File: src/rtl/ipar_pkg.sv
package ipar_pkg;

    typedef enum logic [0:0] {
        COL_GATHER = 1'b0,
        COL_FULL   = 1'b1
    } col_state_e;

    typedef enum logic [0:0] {
        ENG_IDLE = 1'b0,
        ENG_FOLD = 1'b1
    } eng_state_e;

endpackage

File: src/rtl/ipar_deser.sv
module ipar_deser #(
    parameter int W    = 512,
    parameter int LANE = 8
) (
    input  logic            clk,
    input  logic            rst,
    input  logic            shift,
    input  logic [LANE-1:0] din,
    output logic [W-1:0]    q
);

    // Newest byte enters at the bottom; the first byte ends up on top.
    always_ff @(posedge clk) begin
        if (rst) begin
            q <= '0;
        end else if (shift) begin
            q <= {q[W-LANE-1:0], din};
        end
    end

endmodule

File: src/rtl/ipar_xor_tree.sv
module ipar_xor_tree #(
    parameter int N = 64
) (
    input  logic [N-1:0] bits,
    output logic         par
);

    localparam int LV = $clog2(N);

    genvar l, i;
    generate
        for (l = 0; l < LV; l++) begin : g_lv
            logic [(N >> (l + 1))-1:0] v;
            for (i = 0; i < (N >> (l + 1)); i++) begin : g_node
                if (l == 0) begin : g_leaf
                    assign v[i] = bits[2*i] ^ bits[2*i+1];
                end else begin : g_inner
                    assign v[i] = g_lv[l-1].v[2*i] ^ g_lv[l-1].v[2*i+1];
                end
            end
        end
    endgenerate

    assign par = g_lv[LV-1].v[0];

endmodule

File: src/rtl/ipar_fold.sv
module ipar_fold
    import ipar_pkg::*;
#(
    parameter int OPW = 512,
    parameter int PAR = 64
) (
    input  logic           clk,
    input  logic           rst,
    input  logic           start,
    input  logic [OPW-1:0] key_in,
    input  logic [OPW-1:0] chal_in,
    output logic           parity,
    output logic           valid,
    output logic           busy
);

    localparam int SER = OPW / PAR;
    localparam int STW = (SER > 1) ? $clog2(SER) : 1;

    eng_state_e     st_q, st_d;
    logic [OPW-1:0] key_q, chal_q;
    logic [STW-1:0] step_q;
    logic           acc_q;
    logic [PAR-1:0] grp;
    logic           gbit;
    logic           last;

    // AND stage on the group selected by the serial step
    assign grp  = key_q[step_q*PAR +: PAR] & chal_q[step_q*PAR +: PAR];
    assign last = (step_q == STW'(SER - 1));
    assign busy = (st_q == ENG_FOLD);

    ipar_xor_tree #(.N(PAR)) u_tree (
        .bits (grp),
        .par  (gbit)
    );

    always_ff @(posedge clk) begin
        if (rst) begin
            st_q <= ENG_IDLE;
        end else begin
            st_q <= st_d;
        end
    end

    always_comb begin
        st_d = st_q;
        unique case (st_q)
            ENG_IDLE: if (start) st_d = ENG_FOLD;
            ENG_FOLD: if (last)  st_d = ENG_IDLE;
            default:             st_d = ENG_IDLE;
        endcase
    end

    always_ff @(posedge clk) begin
        if (rst) begin
            key_q  <= '0;
            chal_q <= '0;
            step_q <= '0;
            acc_q  <= 1'b0;
            parity <= 1'b0;
            valid  <= 1'b0;
        end else begin
            valid <= 1'b0;
            unique case (st_q)
                ENG_IDLE: begin
                    if (start) begin
                        key_q  <= key_in;
                        chal_q <= chal_in;
                        step_q <= '0;
                        acc_q  <= 1'b0;
                    end
                end
                ENG_FOLD: begin
                    acc_q  <= acc_q ^ gbit;
                    step_q <= step_q + 1'b1;
                    if (last) begin
                        parity <= acc_q ^ gbit;
                        valid  <= 1'b1;
                    end
                end
                default: ;
            endcase
        end
    end

endmodule

File: src/rtl/ipar_engine.sv
module ipar_engine
    import ipar_pkg::*;
#(
    parameter int OPW  = 512,
    parameter int LANE = 8,
    parameter int PAR  = 64
) (
    input  logic            clk,
    input  logic            rst,
    input  logic            stream_en,
    input  logic [LANE-1:0] key_byte,
    input  logic [LANE-1:0] chal_byte,
    input  logic            gate_n,
    output logic            parity,
    output logic            valid
);

    localparam int BEATS = OPW / LANE;
    localparam int CNTW  = $clog2(BEATS + 1);

    col_state_e      col_q, col_d;
    logic [CNTW-1:0] beat_cnt;
    logic            shift;
    logic            xfer;
    logic            full;
    logic            busy;
    logic [OPW-1:0]  key_sr, chal_sr;

    assign full  = (col_q == COL_FULL);
    assign shift = (col_q == COL_GATHER) && stream_en;
    assign xfer  = full && !gate_n && !busy;

    ipar_deser #(.W(OPW), .LANE(LANE)) u_key_deser (
        .clk   (clk),
        .rst   (rst),
        .shift (shift),
        .din   (key_byte),
        .q     (key_sr)
    );

    ipar_deser #(.W(OPW), .LANE(LANE)) u_chal_deser (
        .clk   (clk),
        .rst   (rst),
        .shift (shift),
        .din   (chal_byte),
        .q     (chal_sr)
    );

    always_ff @(posedge clk) begin
        if (rst) begin
            col_q <= COL_GATHER;
        end else begin
            col_q <= col_d;
        end
    end

    always_comb begin
        col_d = col_q;
        unique case (col_q)
            COL_GATHER: if (shift && beat_cnt == CNTW'(BEATS - 1)) col_d = COL_FULL;
            COL_FULL:   if (xfer) col_d = COL_GATHER;
            default:    col_d = COL_GATHER;
        endcase
    end

    always_ff @(posedge clk) begin
        if (rst) begin
            beat_cnt <= '0;
        end else if (xfer) begin
            beat_cnt <= '0;
        end else if (shift) begin
            beat_cnt <= beat_cnt + 1'b1;
        end
    end

    ipar_fold #(.OPW(OPW), .PAR(PAR)) u_fold (
        .clk     (clk),
        .rst     (rst),
        .start   (xfer),
        .key_in  (key_sr),
        .chal_in (chal_sr),
        .parity  (parity),
        .valid   (valid),
        .busy    (busy)
    );

endmodule

File: config.mk
export PLATFORM = sky130hd
export DESIGN_NAME = ipar_engine
export DESIGN_NICKNAME = d
export VERILOG_FILES = /design/src/rtl/ipar_pkg.sv /design/src/rtl/ipar_deser.sv /design/src/rtl/ipar_xor_tree.sv /design/src/rtl/ipar_fold.sv /design/src/rtl/ipar_engine.sv
export SDC_FILE = /design/constraint.sdc
export NUM_CORES = 2
export LEC_CHECK = 0
export BUFFER_PORTS_ARGS = -buffer_cell sky130_fd_sc_hd__buf_2
export CAP_MARGIN = 20
export CORE_AREA = 2 2 533 535
export CTS_CLUSTER_DIAMETER = 200
export CTS_CLUSTER_SIZE = 14
export DETAILED_ROUTE_END_ITERATION = 6
export DIE_AREA = 0 0 535 537
export GPL_ROUTABILITY_DRIVEN = 1
export PLACE_DENSITY = 0.52
export SYNTH_ARGS = -nofsm -noshare
export SYNTH_HDL_FRONTEND = slang
export SYNTH_HIERARCHICAL = 1
export SYNTH_SLANG_ARGS = --single-unit
File: constraint.sdc
create_clock -name clk -period 2.61 [get_ports clk]
set_input_delay 0.1305 -clock clk [delete_from_list [all_inputs] [get_ports clk]]
set_output_delay 0.1305 -clock clk [all_outputs]
set_load 0.1 [all_outputs]
==> flow_metrics.py <==
metrics = {
    "outcome": {
        "status": "complete, but fails checks",
        "violations": "negative setup slack",
    },
    "critical_path": {
        "crit_top_cell": "xnor2_1",
        "crit_slowest_cell": "xnor2_2",
        "path_depth": 17,
        "crit_chain": "buf_4, nor2b_4, buf_12, buf_12, buf_4, o211ai_1, and4_1, xnor2_2, xnor2_1, xnor2_1, xnor2_1, xnor2_1, xnor2_2, buf_4, nor2b_1, o21ai_1, a21oi_1",
        "cp.required_ps": 3290,
        "crit_buf_inv": 5,
        "r2r-start": "u_fold/step_q[1]",
        "crit_start": "u_fold/step_q[1]",
        "reg2regPathDepth": 17,
        "max_stage_delay_ps": 370,
        "critPathKind": "reg2reg",
        "cp_top_family": "XOR/XNOR gates",
        "crit_path_start_kind": "register",
        "endpoint_kind": "register",
        "cp.arrival_ps": 3980,
        "cp_max_fo": 6,
    },
    "global_routing": {
        "grt_max_degree": 133,
        "grt_pass1_vias": 54200,
        "groute.usage.overall_pct": 13.5,
        "grt-ovfl-total": 0,
        "antenna_found_initial": 4,
        "grt_pass1_wl_mm": 313,
    },
    "clock_tree": {
        "cts_inserted_buffers": 165,
        "clock_sinks": 2063,
        "insertion_delay_ps": 840,
        "cts_htree_levels": 4,
        "clk_path_buf_depth": 3,
        "cts_tree": "built",
        "cts_root_buf": "clkbuf_16",
        "cts.clk_slew.worst_paths_ps": 70,
    },
    "sta": {
        "finalCriticalPeriod_ps": 3300,
        "hold_slack_ps": 105,
        "hold_viol_final": 0,
        "slew_violations": 0,
        "worst_slew_pin_slew_ps": 720,
        "maxSlewHeadroom_pct": 52.0,
        "max_freq_ghz": 0.303,
        "setup_viol": 2,
        "finClkSkew_ps": 33.2,
        "period_share_pct": 126,
        "rsz0062_at_grt": "yes",
        "setup_slack_ps": -690,
    },
    "cells_and_area": {
        "final_cell_mix": "nand2_1, dfxtp_1, a21oi_1, nor2_1, mux2i_1",
        "drive_gt1_share_pct": 6.48,
        "regArea_sq_mm": 0.0413,
        "syn2layout_area_growth_pct": 11.3,
        "fillCellCount": 29200,
        "finalNetCount": 8656,
        "multi_input_area_sq_mm": 0.0329,
        "layout_commonest_cell": "nand2_1",
        "fin_cells": 12400,
    },
    "floorplan": {
        "start_util_pct": 27.9,
        "die_w_um": 535,
        "die_area_sq_mm": 0.287,
        "die_y_um": 537,
        "rows": 195,
        "pin_count": 22,
        "coreArea_sq_mm": 0.281,
    },
    "route": {
        "via_per_inst": 4.61,
        "vias": 57200,
        "drc": 0,
        "antenna_left": 0,
        "first_iter_violations": 4335,
        "first_pass_iters": 6,
        "post_drt_wl_per_cell_um": 16.1,
        "wl_mm": 199,
    },
    "yosys": {
        "synth_nets": 8819,
        "synth_area_per_cell_sq_um": 8.91,
        "syn-cell-area_sq_mm": 0.0784,
        "synth_seq_cells": 2063,
        "yosysWarnings": 6,
        "ys_types": 34,
        "yosysSeqAreaShare_pct": 52.7,
        "syn_inst": 8796,
    },
    "worst_hold_path": {
        "whs_path_depth": 4,
        "hp-start": "key_byte[6]",
        "hp-class": "in2reg",
    },
    "place": {
        "port-buffer-count": 21,
        "hpwl_mm": 133,
        "place_inst": 12200,
        "gp_congestion": 0.836,
    },
    "power_and_ir_drop": {
        "ir_drop_v": 0.000638,
        "leakage_nw": 31.1,
        "finalPower_mw": 55.8,
        "powerDensity_mw_per_mm2": 640,
    },
    "run": {
        "drv_cap": 0,
    },
}
-- path summary, 6_finish.rpt --
path / end / slack, ps
setup / recovery: u_fold/acc_q / -690
hold / removal: u_key_deser/q[6] / 100
setup reg to reg: u_fold/acc_q / -690
hold reg to reg: u_fold/key_q[262] / 440
-- flip-flops by register name, indices dropped and copies added (netlist names) --
register,count
u_fold/key_q,512
u_fold/acc_q,1
u_chal_deser/q,512
beat_cnt,7
col_q,1
u_key_deser/q,512
u_fold/valid,1
u_fold/chal_q,512
u_fold/busy,1
u_fold/parity,1
u_fold/step_q,3
-- cell families after synthesis --
logic type | synth area share, %
fa+ha+maj | 0.0479
compound gates | 9.10
xor+xnor | 0.737
buf+inv | 5.81
simple gates | 18.5
mux | 13.1
flops | 52.7
-- where the power goes --
| part | internal (mW) | switching [mW] |
|---|---|---|
| combinational | 0.574 | 1.00 |
| clock | 11.4 | 11.3 |
| sequential | 31.5 | 0.0478 |
-- synthesized netlist by cell type --
library cell | instances | share of area (%)
nand2_1 | 2306 | 11
dfxtp_1 | 2063 | 53
a21oi_1 | 1033 | 6.6
nor2_1 | 1033 | 4.9
mux2i_1 | 1026 | 13
buf_2 | 270 | 1.7
nand3_1 | 258 | 1.6
o211ai_1 | 256 | 2.5
clkbuf_1 | 208 | 1.0
buf_12 | 88 | 2.2
and4_1 | 64 | 0.71
xnor2_1 | 56 | 0.63
buf_1 | 36 | 0.17
buf_4 | 31 | 0.30
buf_6 | 23 | 0.33
xor2_1 | 10 | 0.11
o21ai_0 | 5 | 0.032
nor2b_1 | 4 | 0.032
ha_1 | 3 | 0.048
nor3b_1 | 3 | 0.029
or3_1 | 3 | 0.024
buf_8 | 2 | 0.038
inv_1 | 2 | 0.0096
nand2b_1 | 2 | 0.016
nand3b_1 | 2 | 0.019
a21oi_2 | 1 | 0.011
and2_1 | 1 | 0.0080
nand2b_4 | 1 | 0.018
nand4b_1 | 1 | 0.011
nor2_2 | 1 | 0.0080
nor3_1 | 1 | 0.0064
o31ai_1 | 1 | 0.0096
or2_2 | 1 | 0.0080
or4_4 | 1 | 0.014
-- stage by stage --
step	setup TNS [ps]	instance area (sq um)	utilization (%)	setup slack (ps)
final	-1360	87200	31.0	-690
after global routing	-1630	87200	31.0	-827
after CTS	-1390	87200	31.0	-723
after detailed placement	-1960	81900	29.1	-998
after global placement	-2100	81900	29.1	-1060
after floorplan	0	78400	-	1.50
-- area by class of cell --
class	instances	share of cell area, %
antenna	2	0.00574
sequential	2063	47.3
clock buffer	168	4.79
clock inverter	14	0.265
multi-input combinational	6073	37.7
timing repair buffer	328	4.49
inverter	2	0.0172
tap	3743	5.37
-- repair_timing --
action	CTS	global route
buffers inserted	12	0
resized for setup	73	25
hold buffers	22	0
setup endpoints to repair	2	2
cloned	9	0
hold endpoints to repair	276	0
pin swaps	24	19
-- worst reg2reg max path, cell delays in order, from the launching register on --
cell	delay, ps
dfxtp_2	340
buf_4	140
nor2b_4	120
buf_12	140
buf_12	130
buf_4	180
o211ai_1	130
and4_1	220
xnor2_2	370
xnor2_1	200
xnor2_1	160
xnor2_1	120
xnor2_1	280
xnor2_2	200
buf_4	200
nor2b_1	50
o21ai_1	140
a21oi_1	80
-- routing by layer --
layer	routed length [um]	global-route usage (%)
met5	13	0
met4	4740	3.68
met3	7370	1.78
met2	88800	21.3
met1	98300	19.1
(Power assumes the default switching activity.)
